===== src/rtl/drd_pkg.sv =====
package drd_pkg;
  // Width of the ratio select code.
  localparam int NCODE_W = 2;
  // Largest ratio is 2**(2**NCODE_W - 1); this width holds it.
  localparam int RATIO_W = 1 << NCODE_W;
  // The event counter runs from 0 to ratio-1.
  localparam int CNT_W   = RATIO_W - 1;

  typedef logic [NCODE_W-1:0] ncode_t;
  typedef logic [RATIO_W-1:0] ratio_t;
  typedef logic [CNT_W-1:0]   cnt_t;

  // The ratio is a power of two chosen by the code.
  function automatic ratio_t code_to_ratio(input ncode_t code);
    return ratio_t'(1) << code;
  endfunction
endpackage


===== src/rtl/drd_src_select.sv =====
module drd_src_select #(
  parameter int SYNC_STAGES = 2
) (
  input  logic clk,
  input  logic rst_n,
  input  logic pll_mode,
  input  logic ref_sel,
  input  logic vco_clk,
  input  logic ref_diff,
  input  logic ref_test,
  output logic tick
);
  localparam int CHAIN_W = SYNC_STAGES + 1;

  logic               src_raw;
  logic [CHAIN_W-1:0] chain_q;
  logic [CHAIN_W-1:0] chain_d;

  // The oscillator has priority; in bypass mode ref_sel picks the reference.
  always_comb begin
    if (pll_mode) begin
      src_raw = vco_clk;
    end else if (ref_sel) begin
      src_raw = ref_diff;
    end else begin
      src_raw = ref_test;
    end
  end

  // Shift chain: SYNC_STAGES synchronizer flops plus one history flop.
  always_comb begin
    chain_d = {chain_q[CHAIN_W-2:0], src_raw};
  end

  always_ff @(posedge clk or negedge rst_n) begin
    if (!rst_n) begin
      chain_q <= '0;
    end else begin
      chain_q <= chain_d;
    end
  end

  // Either transition of the synchronized source is one divider event.
  assign tick = chain_q[CHAIN_W-1] ^ chain_q[CHAIN_W-2];
endmodule


===== src/rtl/drd_ratio_ctrl.sv =====
module drd_ratio_ctrl
  import drd_pkg::*;
(
  input  logic   clk,
  input  logic   rst_n,
  input  ncode_t n_req,
  input  logic   fall_evt,
  output ratio_t ratio
);
  ncode_t n_cur_q;
  ncode_t n_cur_d;

  // The requested code is taken only at a main-output falling event.
  // The functional reset never produces that event, so the code survives it.
  always_comb begin
    n_cur_d = n_cur_q;
    if (fall_evt) begin
      n_cur_d = n_req;
    end
  end

  always_ff @(posedge clk or negedge rst_n) begin
    if (!rst_n) begin
      n_cur_q <= '0;
    end else begin
      n_cur_q <= n_cur_d;
    end
  end

  assign ratio = code_to_ratio(n_cur_q);


  code_boundary_chk: assert property (@(posedge clk) disable iff (!rst_n)
    !fall_evt |=> $stable(n_cur_q));
endmodule


===== src/rtl/drd_div_core.sv =====
module drd_div_core
  import drd_pkg::*;
(
  input  logic   clk,
  input  logic   rst_n,
  input  logic   div_hold,
  input  logic   tick,
  input  ratio_t ratio,
  output logic   main_q,
  output logic   half_q,
  output logic   fall_evt
);
  cnt_t cnt_q;
  cnt_t cnt_d;
  logic main_d;
  logic half_d;
  logic last_evt;

  // The current phase ends on the ratio-th event.
  assign last_evt = ({1'b0, cnt_q} == (ratio - ratio_t'(1)));

  always_comb begin
    cnt_d  = cnt_q;
    main_d = main_q;
    half_d = half_q;
    if (div_hold) begin
      cnt_d  = '0;
      main_d = 1'b0;
      half_d = 1'b0;
    end else if (tick) begin
      if (last_evt) begin
        cnt_d  = '0;
        main_d = ~main_q;
        // The half-rate output toggles on every main rising event.
        half_d = main_q ? half_q : ~half_q;
      end else begin
        cnt_d = cnt_q + cnt_t'(1);
      end
    end
  end

  always_ff @(posedge clk or negedge rst_n) begin
    if (!rst_n) begin
      cnt_q  <= '0;
      main_q <= 1'b0;
      half_q <= 1'b0;
    end else begin
      cnt_q  <= cnt_d;
      main_q <= main_d;
      half_q <= half_d;
    end
  end

  assign fall_evt = tick & ~div_hold & last_evt & main_q;


  main_on_event_chk: assert property (@(posedge clk) disable iff (!rst_n)
    (!tick && !div_hold) |=> $stable(main_q));


  cnt_range_chk: assert property (@(posedge clk) disable iff (!rst_n)
    ({1'b0, cnt_q} < ratio));


  hold_clear_chk: assert property (@(posedge clk) disable iff (!rst_n)
    div_hold |=> (!main_q && !half_q && (cnt_q == '0)));


  half_lock_chk: assert property (@(posedge clk) disable iff (!rst_n)
    (!$past(div_hold) && (half_q != $past(half_q))) |-> $rose(main_q));
endmodule


===== src/rtl/dual_rate_divider.sv =====
module dual_rate_divider
  import drd_pkg::*;
#(
  parameter int SYNC_STAGES = 2,
  parameter int RST_STAGES  = 2
) (
  input  logic               clk,
  input  logic               rst_n,
  input  logic               div_hold,
  input  logic               pll_mode,
  input  logic               ref_sel,
  input  logic               vco_clk,
  input  logic               ref_diff,
  input  logic               ref_test,
  input  logic [NCODE_W-1:0] n_code,
  output logic               main_out,
  output logic               main_out_n,
  output logic               half_out,
  output logic               half_out_n
);
  logic [RST_STAGES-1:0] rst_pipe_q;
  logic                  rst_int_n;
  logic                  tick;
  logic                  fall_evt;
  ratio_t                ratio;
  logic                  main_q;
  logic                  half_q;

  // Reset asserts at once and is released through a short flop chain.
  always_ff @(posedge clk or negedge rst_n) begin
    if (!rst_n) begin
      rst_pipe_q <= '0;
    end else begin
      rst_pipe_q <= {rst_pipe_q[RST_STAGES-2:0], 1'b1};
    end
  end
  assign rst_int_n = rst_pipe_q[RST_STAGES-1];

  drd_src_select #(.SYNC_STAGES(SYNC_STAGES)) u_src (
    .clk      (clk),
    .rst_n    (rst_int_n),
    .pll_mode (pll_mode),
    .ref_sel  (ref_sel),
    .vco_clk  (vco_clk),
    .ref_diff (ref_diff),
    .ref_test (ref_test),
    .tick     (tick)
  );

  drd_ratio_ctrl u_ratio (
    .clk      (clk),
    .rst_n    (rst_int_n),
    .n_req    (n_code),
    .fall_evt (fall_evt),
    .ratio    (ratio)
  );

  drd_div_core u_div (
    .clk      (clk),
    .rst_n    (rst_int_n),
    .div_hold (div_hold),
    .tick     (tick),
    .ratio    (ratio),
    .main_q   (main_q),
    .half_q   (half_q),
    .fall_evt (fall_evt)
  );

  assign main_out   = main_q;
  assign half_out   = half_q;
  assign main_out_n = ~main_q;
  assign half_out_n = ~half_q;
endmodule


===== config.mk =====
export PLATFORM = sky130hd
export DESIGN_NAME = dual_rate_divider
export DESIGN_NICKNAME = d
export VERILOG_FILES = /design/src/rtl/drd_pkg.sv /design/src/rtl/drd_src_select.sv /design/src/rtl/drd_ratio_ctrl.sv /design/src/rtl/drd_div_core.sv /design/src/rtl/dual_rate_divider.sv
export SDC_FILE = /design/constraint.sdc
export NUM_CORES = 1
export LEC_CHECK = 0
export ABC_AREA = 1
export BUFFER_PORTS_ARGS = -buffer_cell sky130_fd_sc_hd__buf_2
export CORE_AREA = 3 3 40 42
export CTS_CLUSTER_DIAMETER = 30
export DETAILED_ROUTE_END_ITERATION = 8
export DIE_AREA = 0 0 43 45
export GPL_TIMING_DRIVEN = 1
export PLACE_DENSITY = 0.73
export SYNTH_ARGS = -nofsm -noshare
export SYNTH_HDL_FRONTEND = slang
export SYNTH_SLANG_ARGS = --single-unit

===== constraint.sdc =====
create_clock -name clk -period 0.8 [get_ports clk]
set_clock_uncertainty 0.2 [all_clocks]
set_input_delay 0.08 -clock clk [delete_from_list [all_inputs] [get_ports clk]]
set_output_delay 0.08 -clock clk [all_outputs]
set_load 0.02 [all_outputs]

==> summary.md <==
| Metric | Value |
|---|---|
| Cts hold-fix bufs | 1 |
| DR WL/cell | 11.0 um |
| Crit end category | flop |
| Hold WS | -0.170 ns |
| Final HPWL DP | 953 um |
| Crit path arrival time | 1.40 ns |
| Residual DRC | 0 |
| Number of diodes | 0 |
| Max VDD drop | 1.67 mV |
| Final setup margin | -0.655 ns |
| Vias in the first global route | 526 |
| Layout cell share with drive strength beyond 1 | 48.5% |
| FMAX | 687 MHz |
| Share of Yosys cell area claimed by the top area cell type | 48.2% |
| Gr busiest metal | met2 |
| Grt met2 use | 26.6% |
| Clock-pin slew on the worst setup and hold paths | 0.07 ns |
| Yosys warnings | 0 |
| Area Overhead vs Synth | 42.0% |
| Cell area after layout | 885 um2 |
| All-Layer GR Usage | 15.5% |
| Final Hold Viols | 19 |
| Cells after Synth | 77 |
| Main area contributors after synthesis | dfrtp_1 48%, nand2_1 11%, inv_1 6.6% |
| Kind of critical path | flop to flop |
| GR Overflow Total | 0 |
| Vias | 559 |
| Initial antenna violation count | 0 |
| Drt pass-1 iters | 3 |
| CTS sink cnt | 12 |
| H-Tree Depth | 1 |
| Setup crit start kind | flop |
| FF+latch count, synth | 12 |
| Synthesized cell area | 623 um2 |
| Placed insts | 111 |
| Max capacitance violation total | 0 |
| Total CTS buffers | 3 |
| Global-route wire length before repair | 2.26 mm |
| Leakage | 0.000466 uW |
| Core area | 0.00128 mm2 |
| Chip height | 45 um |
| Site Rows | 13 |
| CP required | 0.75 ns |
| Hold crit path type | input pin to flop |
| DIE AREA | 0.00194 mm2 |
| Root Driver | clkbuf_4 |
| FF-to-FF setup slack | -0.66 ns |
| Max Transition Viols Final | 0 |
| PD cells | 3370 mW/mm2 |
| GR Util met3 | 1.20% |
| Largest buffer count on any clock path | 2 |
| Avg Synthesized Cell Area | 8.09 um2 |
| Io pins | 14 |
| Syn nets | 88 |
| Leading area contributor after synthesis | dfrtp_1 |
| CP Max Fanout | 5 |
| Antenna violation net count after detailed routing | 0 |
| Initial core utilization | 48.5% |
| RSZ-0062 raised after global routing | yes |
| Setup-failing EPs final | 11 |
| Placer Congestion | 0.810 |
| Failing checks | hold timing, setup timing |
| DRT Wirelength | 1.30 mm |
| Met1 global-route usage | 20.1% |
| Detailed Route Iter0 Violations | 6 |
| Die Width | 43 um |
| Nets | 115 |
| Tcrit/Tclk final | 182% |
| Detailed-route vias per instance | 4.74 |
| CTS tree | built |
| Largest net degree at the start of global routing | 11 |
| Outcome | finished, violations left |
| Yosys cell types | 15 |
| Seq/Total Area, Yosys | 48.2% |
| Post-DP Area | 767 um2 |
| Final non-filler cell total | 118 |
| IO buf count | 13 |
| Clk_lat worst skew | 0.26 ns |
| Min Tclk post-route | 1.46 ns |
==> cell families (layout without fill, tap and decap cells) <==
| kind of cell | count (synthesis) | in the layout | share of synthesized area [%] |
|---|---|---|---|
| and+or+nand+nor | 44 | 44 | 33.9 |
| adders and majority gates | 1 | 1 | 2.01 |
| buffers and inverters | 12 | 38 | 7.23 |
| xor gates and xnor gates | 2 | 2 | 4.02 |
| AOI/OAI and AO/OA | 5 | 5 | 4.02 |
| DFF | 12 | 12 | 48.2 |
| other | 1 | 1 | 0.602 |
==> power by group <==
group | switching, uW | total [uW] | internal [uW]
combinational | 872 | 1590 | 719
sequential | 180 | 937 | 757
clock | 174 | 450 | 276
total | 1230 | 2980 | 1750
==> cell usage after synthesis <==
cell and number:
inv_2 1, dfrtp_1 12, ha_1 1, nand3_4 1, nand3_1 8, nor2_4 1, xnor2_2 1, nand4_1 1
nand2_2 5, inv_1 11, xor2_1 1, nand2_1 19, nor2_1 9, conb_1 1, o21ai_0 5
==> registers in the layout (all words and copies together), names as in the netlist <==
signal / cells
u_div.cnt_q: 3
u_src.chain_q: 3
rst_pipe_q: 2
u_ratio.n_cur_q: 2
u_div.half_q: 1
u_div.main_q: 1
==> path summary, 6_finish.rpt <==
path,startpoint,endpoint,cells after the start
max in group asynchronous,rst_pipe_q[1],u_div.main_q,1
min reg2reg,rst_pipe_q[1],u_src.chain_q[2],1
min,pll_mode,u_src.chain_q[0],2
min in group asynchronous,rst_n,rst_pipe_q[0],2
max,u_ratio.n_cur_q[0],u_div.main_q,9
max reg2reg,u_ratio.n_cur_q[0],u_div.main_q,9
==> worst max-delay path: stages (launching register included) <==
cell	delay, ns
dfrtp_1	0.43
nand2_1	0.10
nand2_2	0.09
nand2_1	0.07
inv_2	0.07
nand3_4	0.09
nand2_1	0.11
nand2_1	0.07
nand2_1	0.07
nand2_1	0.05
==> layer usage <==
layer  vias up  wire [um]
met2         8        678
met3         2         33
met5         -          0
met4         0         17
li1        288          -
met1       261        569
==> layout by cell type, fill, tap and decap left out <==
cell type,count
buf_2,9
buf_4,8
buf_6,4
clkbuf_4,3
clkbuf_8,1
conb_1,1
dfrtp_1,9
dfrtp_2,3
dlygate4sd3_1,1
ha_1,1
inv_1,8
inv_2,2
inv_4,2
nand2_1,15
nand2_2,8
nand2_4,1
nand3_1,5
nand3_2,3
nand3_4,1
nand4_1,1
nor2_1,6
nor2_2,3
nor2_4,1
o21ai_0,2
o21ai_1,3
xnor2_2,1
xor2_1,1
==> final cells by class <==
type / count / area [um2]
Fill cell: 98 / 400
Multi-Input combinational cell: 53 / 315
Sequential cell: 12 / 304
Timing Repair Buffer: 22 / 160
Inverter: 12 / 50.0
Clock buffer: 4 / 36.3
Tap cell: 15 / 18.8
==> per-stage QoR <==
stage                     setup TNS [ns]  setup slack, ns  util (%)  total power, uW
after floorplan                    -3.35           -0.521         -             1820
final                              -5.53           -0.655      68.8             2980
after detailed placement           -4.44           -0.645      59.7             2160
after global placement             -4.25           -0.614      59.7             2130
after global routing               -6.34           -0.767      68.8             3240
after CTS                          -5.34           -0.614      67.1             2880
==> repair_timing <==
action	in CTS	in global routing
hold endpoints to repair	19	16
buffers inserted	2	0
gates resized for setup	13	7
setup endpoints to repair	11	11
pin swaps	1	5
cloned	0	0
(Power assumes the default switching activity.)
